[src/rtl/gpio_atomic_port.sv]
module gpio_atomic_port #(
  parameter int NPINS  = 32,
  parameter int ADDR_W = 4
) (
  input  logic              clk,
  input  logic              rst_n,
  input  logic              bus_sel,
  input  logic              bus_wr,
  input  logic [ADDR_W-1:0] bus_addr,
  input  logic [NPINS-1:0]  bus_wdata,
  output logic [NPINS-1:0]  bus_rdata,
  input  logic [NPINS-1:0]  pin_in,
  input  logic [NPINS-1:0]  pin_level,
  input  logic              dma_done,
  output logic [NPINS-1:0]  pin_out,
  output logic [NPINS-1:0]  pin_oe,
  output logic              irq,
  output logic              dma_req
);
  localparam logic [ADDR_W-1:0] A_OUT = ADDR_W'(0);
  localparam logic [ADDR_W-1:0] A_SET = ADDR_W'(1);
  localparam logic [ADDR_W-1:0] A_CLR = ADDR_W'(2);
  localparam logic [ADDR_W-1:0] A_TGL = ADDR_W'(3);
  localparam logic [ADDR_W-1:0] A_DIR = ADDR_W'(4);
  localparam logic [ADDR_W-1:0] A_PIN = ADDR_W'(5);
  localparam logic [ADDR_W-1:0] A_FLG = ADDR_W'(6);
  localparam logic [ADDR_W-1:0] A_IEN = ADDR_W'(7);
  localparam logic [ADDR_W-1:0] A_DMA = ADDR_W'(8);

  logic [NPINS-1:0] out_q, dir_q, ien_q, dma_en_q, flag_q;
  logic [NPINS-1:0] sync1_q, sync2_q, prev_q;
  logic [NPINS-1:0] detect, clr_mask;
  logic we;

  assign we = bus_sel & bus_wr;

  always_ff @(posedge clk or negedge rst_n) begin
    if (!rst_n) begin
      out_q <= '0;
    end else if (we && bus_addr == A_SET) begin
      out_q <= out_q | bus_wdata;
    end else if (we && bus_addr == A_CLR) begin
      out_q <= out_q & ~bus_wdata;
    end else if (we && bus_addr == A_TGL) begin
      out_q <= out_q ^ bus_wdata;
    end
  end

  always_ff @(posedge clk or negedge rst_n) begin
    if (!rst_n) begin
      dir_q    <= '0;
      ien_q    <= '0;
      dma_en_q <= '0;
    end else if (we) begin
      if (bus_addr == A_DIR) dir_q    <= bus_wdata;
      if (bus_addr == A_IEN) ien_q    <= bus_wdata;
      if (bus_addr == A_DMA) dma_en_q <= bus_wdata;
    end
  end

  always_ff @(posedge clk or negedge rst_n) begin
    if (!rst_n) begin
      sync1_q <= '0;
      sync2_q <= '0;
      prev_q  <= '0;
    end else begin
      sync1_q <= pin_in;
      sync2_q <= sync1_q;
      prev_q  <= sync2_q;
    end
  end

  assign detect   = sync2_q & (pin_level | ~prev_q);
  assign clr_mask = ((we && bus_addr == A_FLG) ? bus_wdata : '0)
                  | (dma_done ? dma_en_q : '0);

  always_ff @(posedge clk or negedge rst_n) begin
    if (!rst_n) flag_q <= '0;
    else        flag_q <= (flag_q | detect) & ~clr_mask;
  end

  always_comb begin
    bus_rdata = '0;
    if (bus_sel && !bus_wr) begin
      case (bus_addr)
        A_OUT:   bus_rdata = out_q;
        A_DIR:   bus_rdata = dir_q;
        A_PIN:   bus_rdata = sync2_q;
        A_FLG:   bus_rdata = flag_q;
        A_IEN:   bus_rdata = ien_q;
        A_DMA:   bus_rdata = dma_en_q;
        default: bus_rdata = '0;
      endcase
    end
  end

  assign pin_out = out_q;
  assign pin_oe  = dir_q;
  assign irq     = |(flag_q & ien_q);
  assign dma_req = |(flag_q & dma_en_q);
endmodule

[config.mk]
export PLATFORM = sky130hd
export DESIGN_NAME = gpio_atomic_port
export DESIGN_NICKNAME = d
export VERILOG_FILES = /design/src/rtl/gpio_atomic_port.sv
export SDC_FILE = /design/constraint.sdc
export NUM_CORES = 1
export LEC_CHECK = 0
export BUFFER_PORTS_ARGS = -buffer_cell sky130_fd_sc_hd__buf_2
export CORE_MARGIN = 10
export CORE_UTILIZATION = 45
export DETAILED_ROUTE_END_ITERATION = 12
export GPL_TIMING_DRIVEN = 1
export PLACE_DENSITY = 0.71
export REMOVE_ABC_BUFFERS = 1
export SETUP_SLACK_MARGIN = 0.15
export SLEW_MARGIN = 10
export SYNTH_ARGS = -nofsm -noshare
export SYNTH_HDL_FRONTEND = slang
export SYNTH_SLANG_ARGS = --single-unit
[constraint.sdc]
create_clock -name clk -period 3.9 [get_ports clk]
set_clock_uncertainty 0.05 [all_clocks]
set_input_delay 0.585 -clock clk [delete_from_list [all_inputs] [get_ports clk]]
set_output_delay 0.585 -clock clk [all_outputs]
set_load 0.01 [all_outputs]
Word level (Yosys, flattened, before mapping). Index checks and enable logic that the tools add are counted.

Flip-flop bits (word level): 256. Input bits: 105. Output and inout port bits: 98. Logic and storage cells: 50.

Eq/ne operators: 8. Muxes and demuxes: 7. Bitwise operators: 14. Reduce and logical (&&, ||, !) cells: 13.

Operators by type and width (number): $mux 32 (6); $pmux 32 s6 (1); $and 32x32->32 (5); $or 32x32->32 (4); $not 32->32 (3); $reduce_or 32->1 (2); $xor 32x32->32 (1); $eq 4x3->1 const B (4); $eq 4x2->1 const B (2); $reduce_and 2->1 (3); $logic_and 1x1->1 (5); $eq 4x1->1 const B (1); $eq 4x4->1 const B (1); $logic_not 4->1 (1); $reduce_bool 3->1 (1); $and 1x1->1 (1); $logic_not 1->1 (1).

Depth between registers and ports, before layout. Gate-level depths: netlist of run 1.

Word-level depth: 6. Gate-level depth with buffers: 7.

Worst setup path after synthesis of run 1. Ideal clock, no wire load.

Path type: input to output. Start point: in bus_addr[3]. End point: out bus_rdata[10]. Arrival time: 1714 ps. Path slack: 1551 ps. Stages on the path: 5. Cells stage by stage: buf_2 > nor3b_1 > clkbuf_1 > a22oi_1 > a21oi_1.

Word-level cells in the longest chain between the ends: 3. Elaborated cells between the ends (all ways): 8. Classes of those cells: eq/ne: 5; mux: 2; reduce/logical: 1.

Ends and longest elaborated chain: start: declaration (line 9) `input logic [ADDR_W-1:0] bus_addr,`; $eq 4x4->1, or another cell as far along (line 85) `case (bus_addr)`; $pmux 32 s6 * (line 85); $mux 32 * (line 84) `if (bus_sel && !bus_wr) begin`; end: declaration (line 11) `output logic [NPINS-1:0] bus_rdata,`.

Mark *: on every way between the ends. The rest lies on a longest branch, timed or not.

Worst setup path in the final report of run 1.
Start point: in bus_addr[3]. End point: out bus_rdata[9].

Same word-level chain as after synthesis.

==> out/summary.txt, run 1 <==
Worst Setup End Kind - primary output
PortBufs - 202
DRT Pass-1 Iters - 5
WHS - 0.0332 ns
Cell breakdown of the critical path - buf_2, buf_4, mux2_2, a22oi_1, a21oi_1, buf_2
Die Wd - 185 um
Most common cell after layout, fill and taps aside - dfrtp_1
Boundary pin count - 203
Remaining DRCs - 0
Clock share of power - 0.336
TritonCTS clock tree - yes
Tcrit/Tclk final - 0.787
Ys Warns - 0
Nets - 1316
Cell Pwr Density - 533 nW/um^2
Routed len/inst - 23.8 um
RSZ-0062 raised after global routing - false
CP max FO - 21
CP max stage delay - 0.51 ns
Routability cong. - 0.799
Vias in the first global route - 9423
Critical path type - input pin to primary output
Final Util - 0.541
First-pass GRT wire length - 55200 um
Most frequent cells in the layout - 256 x dfrtp_1, 201 x buf_2, 99 x mux2_2, 96 x a22oi_1
Max Clk Rate - 0.326 GHz
Most used cell, CP - buf_2
Critical Path AT - 2.44 ns
FP Rows - 60
Gr ovfl total - 0
Reg2reg path depth - 4
Fin crit period - 3.07 ns
Post-CTS Setup Inserts - 0
Largest cells by area after synthesis - dfrtp_1 52%, mux2_2 9.1%, ha_1 6.6%
Delay-heaviest family, CP - buffers and inverters
Clk buf depth - 3
Cell area after layout - 14500 um^2
Hold Vio Cnt, Final - 0
Clk sink count - 256
Net Sw Frac - 0.302
Crit path max-delay cell type - buf_2
Share of layout cells above drive strength 1 - 0.352
Root buf cell - clkbuf_16
Worst-skew pair later-pin latency - 0.54 ns
Total GRT Usage - 0.207
Antenna viol nets, final - 0
Core region area - 26800 um^2
Worst path bufs/invs - 3
Die height - 185 um
Vias per cell - 5.88
Cts hold-fix bufs - 0
Initial antenna violation count - 5
Status - complete, no violations
Final wirelength - 36000 um
Leak pwr - 0.00674 uW
Synthesis-stage register bit count - 256
TritonCTS buffer count - 28
Syn avg cell area - 12.8 um^2
Max Cap Viol - 0
Worst R2R Setup Slack - 2.64 ns
Hold Path Class - input pin to async pin
WP depth - 6
Startpoint Class - input pin
Total number of vias - 8913
Starting density of the core - 0.456
Post-DP HPWL - 24900 um
RR Endpoint - pin_out[24]$_DFFE_PN0P_
Setup total negative slack - 0 ns
Pins Over Slew Limit - 0
Pin count of the biggest net entering global routing - 100
Placed cell count - 1458
Comb pwr share - 0.203
Post-synth top area cell - dfrtp_1
Cell Int Power - 5390 uW
Post_cts resized - 0
Cell count after synthesis - 952
Top cell type's share of synthesized area - 0.524
Psw - 2330 uW
P&R area growth vs syn - 18.7%
Worst vdd ir - 0.325 mV
Netlist Area Pre-Place - 12200 um^2
Fillers - 2275
DR iter-0 viols - 651
Worst r2r src - pin_out[24]$_DFFE_PN0P_
Seq/Total Area, Yosys - 0.524
Worst-Margin Slew - 0.925 ns
CP required - 3.26 ns
Finished Layout Cells - 1515
Share of power burned in registers - 0.461
Total Die Area - 34100 um^2
Worst-path clk slew - 0.06 ns
Htree depth - 1
Final setup viols - 0
Placed Area - 13600 um^2
Distinct cells, synth - 36
Slew HR - 0.383
-- per-stage QoR --
step                power, uW  setup slack (ns)
floorplan                4390            -0.375
global placement         5080             0.881
detailed placement       5170             0.866
CTS                      7800             0.877
global route             8150             0.792
finish                   7720             0.830
-- synthesized netlist by cell type (all sizes together) --
cell type,count
dfrtp,256
mux2,160
a22oi,96
a21oi,64
ha,64
inv,64
buf,35
o21ai,33
a221oi,32
mux2i,32
nand2b,32
o221ai,32
clkbuf,26
nand4,8
nor2b,3
and3,2
and4,2
or4,2
and4b,1
and4bb,1
nand2,1
nand3b,1
nand4bb,1
nor2,1
nor3,1
nor3b,1
nor4bb,1
-- worst max path at each step --
stage                startpoint                        to  slack, ns
floorplan           bus_addr[3]       flag_q[0]$_DFF_PN0_      -0.37
global placement    bus_addr[3]              bus_rdata[9]       0.88
detailed placement  bus_addr[0]  dma_en_q[19]$_DFFE_PN0P_       0.87
CTS                 bus_addr[3]              bus_rdata[9]       0.88
global route        bus_addr[3]              bus_rdata[9]       0.79
finish              bus_addr[3]              bus_rdata[9]       0.83
-- routing by layer --
| layer | global-route usage | up-vias | part of all wire |
|---|---|---|---|
| li1 | - | 3939 | - |
| met1 | 0.269 | 4558 | 0.43 |
| met2 | 0.335 | 349 | 0.48 |
| met3 | 0.0398 | 67 | 0.066 |
| met4 | 0.0790 | 0 | 0.031 |
| met5 | 0 | - | 0 |
-- power groups by stage --
stage                     Combinational (uW)  Sequential (uW)  Clock, uW
after floorplan                          879             3520          0
after global placement                  1510             3580          0
after detailed placement                1580             3600          0
after CTS                               1590             3550       2650
after global routing                    1750             3620       2780
final                                   1560             3560       2600
-- registers in the layout, summed over array words and instances, names as in the netlist --
signal and cells:
dma_en_q 32, flag_q 32, ien_q 32, pin_oe 32, pin_out 32, prev_q 32, sync1_q 32, sync2_q 32
-- area by class of cell --
cell class | instances | area (um^2) | area share
flip-flops and latches | 256 | 6410 | 0.442
multi-input cells | 571 | 5250 | 0.362
repair buffers | 226 | 1250 | 0.0863
clock buffers | 41 | 821 | 0.0566
well taps | 341 | 427 | 0.0294
inverters | 64 | 240 | 0.0166
clock inverters | 11 | 87.6 | 0.00604
diodes | 5 | 12.5 | 0.000863
-- kinds of logic (layout without fill, tap and decap cells) --
logic type / count (synthesis) / in the layout / share of synthesized area
compound gates: 257 / 257 / 0.145
fa+ha+maj: 64 / 64 / 0.0656
buf+inv: 125 / 342 / 0.0496
flops: 256 / 256 / 0.524
mux: 192 / 192 / 0.183
other cells: 0 / 5 / 0
simple gates: 58 / 58 / 0.0329
Power figures use the tool's default switching activity.
==> run 2, diff against run 1 <==
--- a/config.mk
+++ b/config.mk
@@ -10,7 +10,7 @@
 export CORE_UTILIZATION = 45
 export DETAILED_ROUTE_END_ITERATION = 12
 export GPL_TIMING_DRIVEN = 1
-export PLACE_DENSITY = 0.71
+export PLACE_DENSITY = 0.74
 export REMOVE_ABC_BUFFERS = 1
 export SETUP_SLACK_MARGIN = 0.15
 export SLEW_MARGIN = 10
==> constraint.sdc (replaced) <==
create_clock -name clk -period 2.8 [get_ports clk]
set_clock_uncertainty 0.05 [all_clocks]
set_input_delay 0.42 -clock clk [delete_from_list [all_inputs] [get_ports clk]]
set_output_delay 0.42 -clock clk [all_outputs]
set_load 0.01 [all_outputs]
==> run 2 against run 1 <==
  * Worst hold slack improved by 0.030 ns
  * Wire length rose by 3.7%
  * Highest routed layer unchanged
  * Cell area rose by 4.2%
  * Sequential power rose by 40%
  * Global-route usage rose by 0.99 points
  * Largest cell class unchanged
  * Combinational power rose by 45%
  * Largest power group unchanged
  * Sequential cell count did not move
  * Final cell count rose by 2.7%
  * Register-to-register slack got worse by 1.1 ns
==> out/summary.txt, run 2 (synthesis results as in run 1) <==
Status - complete, no violations (unchanged)
DR iter-0 viols - 708 (was 651)
Gr ovfl total - 0 (unchanged)
Max Cap Viol - 0 (unchanged)
Root buf cell - clkbuf_16 (unchanged)
Worst-skew pair later-pin latency - 0.56 ns (was 0.54 ns)
Share of layout cells above drive strength 1 - 0.356 (was 0.352)
CP max FO - 4 (was 21)
Routability cong. - 0.825 (was 0.799)
Final setup viols - 0 (unchanged)
FP Rows - 60 (unchanged)
Worst hold start - bus_wdata[19]
Vias per cell - 5.87 (was 5.88)
Pins Over Slew Limit - 0 (unchanged)
RSZ-0062 raised after global routing - true (was false)
Die height - 185 um (unchanged)
Setup ws final - 0.186 ns (was 0.830 ns)
Clk sink count - 256 (unchanged)
Most frequent cells in the layout - 256 x dfrtp_1, 201 x buf_2, 99 x mux2_2, 88 x a22oi_1 (was 256 x dfrtp_1, 201 x buf_2, 99 x mux2_2, 96 x a22oi_1)
Critical Path Source - flag_q[21]$_DFF_PN0_ (was bus_addr[3])
Pin count of the biggest net entering global routing - 87 (was 100)
Boundary pin count - 203 (unchanged)
Worst Setup End Kind - primary output (unchanged)
Remaining DRCs - 0 (unchanged)
Multi-input logic area - 5290 um^2 (was 5250 um^2)
Final Util - 0.564 (was 0.541)
PortBufs - 202 (unchanged)
Finished Layout Cells - 1556 (was 1515)
TritonCTS clock tree - yes (unchanged)
First-pass GRT wire length - 57700 um (was 55200 um)
Initial antenna violation count - 0 (was 5)
Fin crit period - 2.61 ns
Total Die Area - 34100 um^2 (unchanged)
CP required - 2.33 ns (was 3.26 ns)
# diodes - 0 (was 5)
Total number of vias - 9136 (was 8913)
Startpoint Class - register (was input pin)
Placed cell count - 1472 (was 1458)
Slew HR - 0.362 (was 0.383)
Cell area after layout - 15100 um^2 (was 14500 um^2)
Critical path type - register to primary output (was input pin to primary output)
Routed len/inst - 24.0 um (was 23.8 um)
Final wirelength - 37400 um (was 36000 um)
Htree depth - 1 (unchanged)
Total GRT Usage - 0.217 (was 0.207)
Hold Path Class - input pin to register (was input pin to async pin)
Clk buf depth - 3 (unchanged)
Vias in the first global route - 9858 (was 9423)
Starting density of the core - 0.456 (unchanged)
Post-DP HPWL - 26100 um (was 24900 um)
Post-CTS Setup Inserts - 0 (unchanged)
Die Wd - 185 um (unchanged)
Placed Area - 13800 um^2 (was 13600 um^2)
Tcrit/Tclk final - 0.933
WHS - 0.0629 ns (was 0.0332 ns)
Core region area - 26800 um^2 (unchanged)
FF/Latch Area - 6410 um^2 (unchanged)
Worst r2r src - pin_out[1]$_DFFE_PN0P_ (was pin_out[24]$_DFFE_PN0P_)
Leak pwr - 0.00700 uW (was 0.00674 uW)
Worst-Margin Slew - 0.957 ns (was 0.925 ns)
Worst-path clk slew - 0.06 ns (about the same)
TritonCTS buffer count - 28 (unchanged)
Pre-CTS WS - 0.436 ns (was 0.866 ns)
P&R area growth vs syn - 23.6% (was 18.7%)
Critical Path AT - 2.14 ns (was 2.44 ns)
Hold Vio Cnt, Final - 0 (unchanged)
Cell Pwr Density - 737 nW/um^2 (was 533 nW/um^2)
Max Clk Rate - 0.383 GHz
Antenna viol nets, final - 0 (unchanged)
DRT Pass-1 Iters - 8 (was 5)
Nets - 1363 (was 1316)
Fillers - 2189 (was 2275)
Most common cell after layout, fill and taps aside - dfrtp_1 (unchanged)
Worst vdd ir - 0.527 mV (was 0.325 mV)
==> run 2: cell count changes in the layout (fill, tap and decap cells not counted), sizes merged <==
cell / previous run / this run
bufinv: 1 / 4
dlygate4sd3: 0 / 33
buf: 226 / 240
clkinvlp: 3 / 0
diode: 5 / 0
clkbuf: 41 / 40
==> run 2: final cells by class <==
type	instances	share of cell area
Sequential cell	256	0.424
Inverter	64	0.0159
Timing Repair Buffer	273	0.117
Clock inverter	11	0.0113
Clock buffer	40	0.0534
Multi-Input combinational cell	571	0.350
Tap cell	341	0.0282
==> run 2: final timing paths <==
kind,slack [ns],cells after the start,endpoint
min in group asynchronous,0.31,2,sync1_q[25]$_DFF_PN0_
min,0.06,2,flag_q[19]$_DFF_PN0_
max in group asynchronous,1.53,3,ien_q[2]$_DFFE_PN0P_
max reg2reg,1.55,4,pin_out[1]$_DFFE_PN0P_
min reg2reg,0.29,0,sync2_q[19]$_DFF_PN0_
max,0.19,4,irq
==> run 2: power breakdown <==
part / internal [uW] / switching [uW]
sequential: 4300 / 700
clock: 2360 / 1520
combinational: 1150 / 1110
==> run 2: critical path: stages (launching register included) <==
cell and delay, ns:
dfrtp_1 0.42, a22oi_1 0.32, nand4_1 0.15, or4_1 0.52, buf_2 0.17
==> run 2: through the flow <==
stage | power (uW) | setup TNS [ns]
finish | 11100 | 0
global route | 11700 | 0
CTS | 11200 | 0
detailed placement | 7250 | 0
global placement | 7110 | 0
floorplan | 6120 | -89.54
==> run 2: metal layers <==
layer	track usage	share of wire
met3	0.0429	0.071
met4	0.0566	0.023
met5	0	0
met1	0.276	0.41
met2	0.368	0.50
==> run 2: what timing repair did <==
action,4_1_cts,5_1_grt
hold buffers,33,0
resized for setup,7,1
pin swaps,1,0
endpoints found under the setup margin,2,2
endpoints found under the hold margin,80,0
==> run 3, diff against run 2 <==
--- a/config.mk
+++ b/config.mk
@@ -10,7 +10,7 @@
 export CORE_UTILIZATION = 45
 export DETAILED_ROUTE_END_ITERATION = 12
 export GPL_TIMING_DRIVEN = 1
-export PLACE_DENSITY = 0.74
+export PLACE_DENSITY = 0.71
 export REMOVE_ABC_BUFFERS = 1
 export SETUP_SLACK_MARGIN = 0.15
 export SLEW_MARGIN = 10
==> constraint.sdc (replaced) <==
create_clock -name clk -period 2.5 [get_ports clk]
set_clock_uncertainty 0.05 [all_clocks]
set_input_delay 0.375 -clock clk [delete_from_list [all_inputs] [get_ports clk]]
set_output_delay 0.375 -clock clk [all_outputs]
set_load 0.01 [all_outputs]
==> run 3 against run 2 <==
  * The run now ends with setup timing left
  * Sequential power increased by 11%
  * First-iteration DRC count increased by 0.99%
  * Largest cell class unchanged
  * Power increased by 10%
  * Critical path depth unchanged
  * Combinational power increased by 17%
  * Register-to-register slack got worse by 0.35 ns
  * Core utilization increased by 0.58 points
  * Critical path type unchanged
  * Critical endpoint is now dma_req
  * Via count increased by 1.3%
  * Non-clock buffer count increased by 14
==> out/summary.txt, run 3 (synthesis results as in run 1) <==
Status - finished with violations (was complete, no violations)
Failing checks - setup timing
Total number of vias - 9259 (was 9136)
Worst Setup End Kind - primary output (unchanged)
Hold Path Class - input pin to register (unchanged)
Pins Over Slew Limit - 0 (unchanged)
Routability cong. - 0.805 (was 0.825)
Nets - 1378 (was 1363)
Cell Int Power - 8590 uW (was 7810 uW)
Crit path max-delay cell type - or4_1 (unchanged)
Initial antenna violation count - 1 (was 0)
Starting density of the core - 0.456 (unchanged)
Net Sw Frac - 0.301 (was 0.299)
CP max FO - 2 (was 4)
Total GRT Usage - 0.217 (about the same)
Routed len/inst - 24.1 um (was 24.0 um)
Worst-path clk slew - 0.06 ns (about the same)
CP required - 2.08 ns (was 2.33 ns)
DRT Pass-1 Iters - 6 (was 8)
Power Total - 12300 uW (was 11100 uW)
Core region area - 26800 um^2 (unchanged)
Leak pwr - 0.00706 uW (was 0.00700 uW)
Max Clk Rate - 0.373 GHz
Critical path type - register to primary output (unchanged)
Cell area after layout - 15300 um^2 (was 15100 um^2)
Antenna viol nets, final - 0 (unchanged)
Total Die Area - 34100 um^2 (unchanged)
FP Rows - 60 (unchanged)
Share of power burned in registers - 0.453 (was 0.449)
First-pass GRT wire length - 58000 um (was 57700 um)
Vias in the first global route - 9989 (was 9858)
Psw - 3690 uW (was 3320 uW)
DR iter-0 viols - 715 (was 708)
Final Util - 0.569 (was 0.564)
Critical Path AT - 2.26 ns (was 2.14 ns)
Pin count of the biggest net entering global routing - 61 (was 87)
Die height - 185 um (unchanged)
Root buf cell - clkbuf_16 (unchanged)
Tcrit/Tclk final - 1.07
Boundary pin count - 203 (unchanged)
Cell Pwr Density - 805 nW/um^2 (was 737 nW/um^2)
PortBufs - 202 (unchanged)
RSZ-0062 raised after global routing - true (unchanged)
Worst vdd ir - 0.510 mV (was 0.527 mV)
TritonCTS buffer count - 28 (unchanged)
Worst-skew pair later-pin latency - 0.55 ns (was 0.56 ns)
Most common cell after layout, fill and taps aside - dfrtp_1 (unchanged)
Setup ws final - -0.183 ns (was 0.186 ns)
Worst-Margin Slew - 0.752 ns (was 0.957 ns)
Remaining DRCs - 0 (unchanged)
Clk buf depth - 3 (unchanged)
Startpoint Class - register (unchanged)
Gr ovfl total - 0 (unchanged)
CP max stage delay - 0.54 ns (was 0.52 ns)
Final wirelength - 37900 um (was 37400 um)
Placed Area - 13800 um^2 (about the same)
Cell breakdown of the critical path - a22oi_2, nand4_1, or4_1, buf_4 (was a22oi_1, nand4_1, or4_1, buf_2)
Hold Vio Cnt, Final - 0 (unchanged)
Clk sink count - 256 (unchanged)
P&R area growth vs syn - 24.9% (was 23.6%)
Pre-CTS WS - 0.0953 ns (was 0.436 ns)
Clock share of power - 0.332 (was 0.349)
Most frequent cells in the layout - 254 x dfrtp_1, 198 x buf_2, 99 x mux2_2, 84 x a22oi_1 (was 256 x dfrtp_1, 201 x buf_2, 99 x mux2_2, 88 x a22oi_1)
Max Cap Viol - 0 (unchanged)
Fin crit period - 2.68 ns
Htree depth - 1 (unchanged)
Share of layout cells above drive strength 1 - 0.368 (was 0.356)
Comb pwr share - 0.215 (was 0.203)
Vias per cell - 5.89 (was 5.87)
TritonCTS clock tree - yes (unchanged)
Final setup viols - 2 (was 0)
Post-DP HPWL - 25500 um (was 26100 um)
Die Wd - 185 um (unchanged)
Slew HR - 0.497 (was 0.362)
[run 3: changes by cell type in the layout (fill, tap and decap cells not counted), moves of 3 or more]
cell	delta
a22oi_1	-4
a22oi_2	+4
buf_2	-3
buf_4	+11
buf_6	+3
bufinv_16	-3
clkbuf_1	+4
clkinv_2	-3
[run 3: layout make-up]
class	instances	area, um^2
multi-input combinational	572	5340
timing repair buffer	287	1930
antenna	1	2.50
clock inverter	5	55.1
inverter	64	240
tap	341	427
sequential	256	6410
clock buffer	46	860
fill	2202	11500
[run 3: routing by layer]
metal	global-route usage	vias to the layer above	share of wire
li1	-	4069	-
met1	0.273	4719	0.41
met2	0.365	405	0.48
met3	0.0504	66	0.079
met4	0.0624	0	0.026
met5	0	-	0
[run 3: power groups by stage]
stage          clock (uW)  combinational [uW]  sequential, uW
4_1_cts              4170                2660            5540
6_report             4080                2640            5560
3_5_place_dp            0                2520            5600
3_3_place_gp            0                2400            5570
5_1_grt              4350                2930            5660
2_1_floorplan           0                1370            5480
[run 3: per-stage QoR]
step | cells | hold WS [ns] | TNS [ns]
finish | 1572 | 0.0175 | -0.285
global route | 1571 | 0.00358 | -0.357
CTS | 1568 | 0.000765 | -0.239
detailed placement | 1475 | 0.285 | 0
global placement | 1475 | 0.281 | 0
floorplan | 891 | 0.0294 | -124.71
[run 3: critical path: cells and delay by family, from the launching register on]
kind	cells	cell delay (ns)
AND/OR/NAND/NOR	2	0.79
AO/OA/AOI/OAI	1	0.36
buffers and inverters	1	0.17
flip-flops	1	0.40
[run 3: worst paths after layout]
| path | start | end | slack [ns] | depth (start not counted) |
|---|---|---|---|---|
| max | dma_en_q[27]$_DFFE_PN0P_ | dma_req | -0.18 | 4 |
| min | bus_wdata[28] | flag_q[28]$_DFF_PN0_ | 0.02 | 2 |
| max reg2reg | pin_out[7]$_DFFE_PN0P_ | pin_out[7]$_DFFE_PN0P_ | 1.20 | 4 |
| min reg2reg | sync1_q[17]$_DFF_PN0_ | sync2_q[17]$_DFF_PN0_ | 0.30 | 0 |
| max in group asynchronous | rst_n | flag_q[30]$_DFF_PN0_ | 1.35 | 3 |
| min in group asynchronous | rst_n | sync1_q[30]$_DFF_PN0_ | 0.30 | 2 |
[run 3: what timing repair did]
action | 4_1_cts | 5_1_grt
gates cloned | 1 | 1
setup endpoints to repair | 10 | 12
gates resized for setup | 16 | 8
hold buffers | 33 | 0
endpoints found under the hold margin | 80 | 0
pin swaps | 11 | 12
buffers inserted | 8 | 2
